### src/rtl/pwm_phase_stage.sv
module pwm_phase_stage #(
  parameter int CW = 11
) (
  input  logic          clk,
  input  logic          rst_n,
  input  logic [CW-1:0] tick,
  input  logic          period_start,
  input  logic          preload,
  input  logic          kill,
  input  logic [CW:0]   duty_in,
  input  logic          drive_en_in,
  input  logic          hold_off_in,
  output logic          drive_hi,
  output logic          bridge_off
);

  logic [CW:0] sh_duty, act_duty, eff_duty;
  logic        sh_drive, sh_hold, sh_full;
  logic        act_drive, act_hold, armed;
  logic        eff_drive, eff_hold, eff_armed, use_new;
  logic        hi_q, off_q;

  always_ff @(posedge clk or negedge rst_n)
    if (!rst_n) begin
      sh_duty  <= '0;
      sh_drive <= 1'b0;
      sh_hold  <= 1'b0;
      sh_full  <= 1'b0;
    end else if (preload) begin
      sh_duty  <= duty_in;
      sh_drive <= drive_en_in;
      sh_hold  <= hold_off_in;
      sh_full  <= 1'b1;
    end

  assign use_new   = period_start & sh_full;
  assign eff_duty  = use_new ? sh_duty  : act_duty;
  assign eff_drive = use_new ? sh_drive : act_drive;
  assign eff_hold  = use_new ? sh_hold  : act_hold;
  assign eff_armed = armed | use_new;

  always_ff @(posedge clk or negedge rst_n)
    if (!rst_n) begin
      act_duty  <= '0;
      act_drive <= 1'b0;
      act_hold  <= 1'b0;
      armed     <= 1'b0;
    end else if (use_new) begin
      act_duty  <= sh_duty;
      act_drive <= sh_drive;
      act_hold  <= sh_hold;
      armed     <= 1'b1;
    end

  always_ff @(posedge clk or negedge rst_n)
    if (!rst_n) begin
      hi_q  <= 1'b0;
      off_q <= 1'b1;
    end else begin
      hi_q  <= eff_armed & eff_drive & ~eff_hold & ({1'b0, tick} < eff_duty);
      off_q <= ~eff_armed | eff_hold;
    end

  assign drive_hi   = hi_q & ~kill;
  assign bridge_off = off_q | kill;

  a_r9_kill_forces_safe: assert property (@(posedge clk) disable iff (!rst_n)
    kill |-> (!drive_hi && bridge_off));

  a_r2_unarmed_safe: assert property (@(posedge clk) disable iff (!rst_n)
    !armed |-> bridge_off);

  a_r8_no_shoot_through: assert property (@(posedge clk) disable iff (!rst_n)
    drive_hi |-> !bridge_off);

  a_r6_active_holds: assert property (@(posedge clk) disable iff (!rst_n)
    !period_start |=> $stable(act_duty) && $stable(act_drive) && $stable(act_hold));

  a_r5_shadow_holds: assert property (@(posedge clk) disable iff (!rst_n)
    !preload |=> $stable(sh_duty) && $stable(sh_drive) && $stable(sh_hold));

  a_r4_zero_duty_dark: assert property (@(posedge clk) disable iff (!rst_n)
    (eff_duty == '0) |=> !hi_q);

endmodule

### config.mk
export PLATFORM = sky130hd
export DESIGN_NAME = pwm_phase_stage
export DESIGN_NICKNAME = d
export VERILOG_FILES = /design/src/rtl/pwm_phase_stage.sv
export SDC_FILE = /design/constraint.sdc
export NUM_CORES = 1
export LEC_CHECK = 0
export BUFFER_PORTS_ARGS = -buffer_cell sky130_fd_sc_hd__clkbuf_2
export CAP_MARGIN = 10
export CORE_MARGIN = 10
export CORE_UTILIZATION = 30
export CTS_CLUSTER_DIAMETER = 40
export DETAILED_ROUTE_END_ITERATION = 6
export PLACE_DENSITY = 0.58
export SKIP_LAST_GASP = 1
export SLEW_MARGIN = 0
export SYNTH_ARGS = -nofsm -noshare
export SYNTH_HDL_FRONTEND = slang
export SYNTH_SLANG_ARGS = --single-unit
### constraint.sdc
create_clock -name clk -period 2.2 [get_ports clk]
set_input_delay 0.33 -clock clk [delete_from_list [all_inputs] [get_ports clk]]
set_output_delay 0.33 -clock clk [all_outputs]
set_load 0.005 [all_outputs]
==> impl_metrics.csv <==
group,metric,value,unit
status,outcome,"completed",
timing,fin_crit_sh,97.7,%
logic_synthesis,yosysSeqAreaShare,55.3,%
logic_synthesis,ys_top_cells_by_count,"dfrtp_1 (31), mux2_2 (18), ha_1 (10), inv_1 (10), mux2i_1 (8)",
final_layout,design_area,1830,um^2
clock_tree,cts-root-buf,"clkbuf_8",
floorplanning,die_w,89.6,um
critical_path,critPathLaunch,"sh_full$_DFFE_PN0P_",
drt,viasPerCell,4.63,
timing,worstMarginPinSlew,0.805,ns
pwr,power.leakage,0.000886,uW
timing,relSlewSlack,46.3,%
drt,drt-initial-drc-count,20,
placement,portBuffers,31,
placement,gp_congestion,0.757,
final_layout,syn_to_final_growth,26.0,%
final_layout,final_util,39.0,%
timing,setup_viol,0,
critical_path,cp_top_family,"compound AO/OA/AOI/OAI gates",
logic_synthesis,ys_ff_latch,32,
timing,rsz0062_at_grt,"true",
critical_path,critPathBufInv,0,
logic_synthesis,yosys.area.top_type,"dfrtp_1",
placement,pre_cts_ws,0.0159,ns
critical_path,crit_path_max_incr_delay,0.42,ns
drt,routed_wl,2940,um
final_layout,layout-drive-gt1-share,49.7,%
logic_synthesis,synth_edf_count,0,
drt,via_count,931,
floorplanning,design.core.area,4690,um^2
pwr,peakVddDrop,381,uV
drt,antenna_left,0,
timing,fin_skew,0.00219,ns
clock_tree,cts-buffers-inserted,5,
global_routing,grt.total_usage,8.07,%
floorplanning,die_h,89.6,um
logic_synthesis,synth-async-reset-ratio,100,%
clock_tree,htreeDepth,2,
drt,routedWlPerCell,14.6,um
final_layout,n_antenna_cell,0,
logic_synthesis,synthCells,108,
logic_synthesis,yosysTopAreaCellShare,53.4,%
floorplanning,std_cell_rows,25,
logic_synthesis,yosys_warnings,0,
critical_path,crit_path_top_delay_cell,"dfrtp_1",
critical_path,crit_chain,"nand2_4 -> mux2i_2 -> ha_1 -> a2111oi_2 -> o21ai_1 -> a2111oi_4 -> o311a_1",
timing,whs,0.135,ns
timing,worst_slack,0.0509,ns
critical_path,worstPathMaxFanout,4,
logic_synthesis,synth.distinct_cells,28,
global_routing,overflow,0,
timing,slew_violations,0,
global_routing,grt_max_degree,33,
logic_synthesis,netlist_area,1450,um^2
clock_tree,path_clk_slew,0.06,ns
logic_synthesis,synth_flop_cell,"dfrtp_1",
global_routing,grt_pass1_vias,1050,
critical_path,required,2.41,ns
timing,period_minus_slack,2.15,ns
floorplanning,start_util,30.9,%
critical_path,r2r_start,"sh_full$_DFFE_PN0P_",
floorplanning,pin_count,32,
placement,dpl-instance-area,1680,um^2
timing,clock.fmax,465,MHz
drt,drtPass1Iterations,2,
critical_path,worst_setup_path_start_kind,"flip-flop",
logic_synthesis,yosysMostFrequentCell,"dfrtp_1",
floorplanning,dieArea,8020,um^2
critical_path,critPathKind,"flip-flop to flip-flop",
logic_synthesis,synth.area.top_cells,"dfrtp_1 (53%), mux2_2 (14%), ha_1 (8.6%), mux2i_1 (5.5%), inv_1 (2.6%)",
final_layout,fin_nets,187,
global_routing,grt_pass1_wl,4910,um
min_path,hold_class,"input port to asynchronous set/reset pin",
clock_tree,clock-sinks,32,
critical_path,cp.arrival,2.36,ns
clock_tree,insertion_delay,0.27,ns
placement,hpwlAfterDp,2320,um
timing,hold_violations,0,
clock_tree,cts.path.max_buffers,2,
logic_synthesis,syn_area_per_cell,13.4,um^2
pwr,p_per_area,777,nW/um^2
clock_tree,cts_tree,"yes",
final_layout,fillers,466,
pwr,finalPower,1420,uW
critical_path,crit_path_end_kind,"flip-flop",
clock_tree,hold_buffers,0,
logic_synthesis,syn_nets,148,
run,drv_cap,0,
drt,route.detailed.drc,0,
global_routing,grt_antenna_before_repair,0,
## through the flow
stage / TNS (ns) / std cells
finish: 0 / 201
floorplan: 0 / 108
global route: -0.0575 / 201
detailed placement: 0 / 192
CTS: 0 / 199
global placement: 0 / 192
## per-layer routing
metal  wire length [um]  track usage, %  vias to the layer above
met2               1350            12.2                       24
met4                 26            2.60                        0
met1               1320            9.38                      449
li1                   -               -                      454
met5                  0               0                        -
met3                239            4.65                        4
## timing repair
item	CTS	global route
setup endpoints to repair	0	1
hold endpoints to repair	0	0
gates resized for setup	0	8
buffers inserted	0	2
## cell type report
cell class | count | area [um^2] | share of cell area (%)
clock buffers | 7 | 96.3 | 5.27
multi-input cells | 62 | 633 | 34.6
inverters | 11 | 41.3 | 2.26
flip-flops and latches | 32 | 802 | 43.8
repair buffers | 35 | 189 | 10.3
well taps | 54 | 67.6 | 3.69
## power breakdown
part | leakage, uW | internal (uW) | switching, uW
registers | 0.000370 | 661 | 27.6
clock network | 0.0000503 | 278 | 192
logic | 0.000466 | 138 | 124
total | 0.000886 | 1080 | 343
## placed cells by master (no fill, tap or decap), types with 2 or more instances in the layout
master and instances:
dfrtp_1 31, clkbuf_2 31, mux2_2 17, inv_1 10, ha_1 9, clkbuf_8 7, mux2i_1 6, or2_2 3
buf_4 3, mux2i_2 2, mux2_1 2, a21oi_1 2, nand2b_1 2
## cell families after synthesis
kind of cell | Yosys count | share of synthesized area [%]
DFF | 32 | 55.3
buffers and inverters | 14 | 3.79
muxes | 28 | 21.0
and+or+nand+nor | 12 | 4.57
AOI/OAI and AO/OA | 12 | 6.72
adders and majority gates | 10 | 8.62
## worst paths after layout
check                                          to  slack (ns)  cells past startpoint
max                                hi_q$_DFF_PN0_        0.05                      7
min                         act_duty[4]$_DFF_PN0_        0.14                      1
max reg2reg                        hi_q$_DFF_PN0_        0.05                      7
min reg2reg                     armed$_DFFE_PN0N_        0.48                      1
max in group asynchronous  sh_duty[1]$_DFFE_PN0P_        1.56                      1
min in group clk           sh_duty[5]$_DFFE_PN0P_        0.28                      2
## flip-flops by register name, summed over array words and instances (netlist names)
signal	count
sh_duty	12
hi_q	1
off_q	1
sh_full	1
sh_hold	1
act_duty	12
act_hold	1
armed	1
sh_drive	1
act_drive	1
Power figures use the tool's default switching activity.
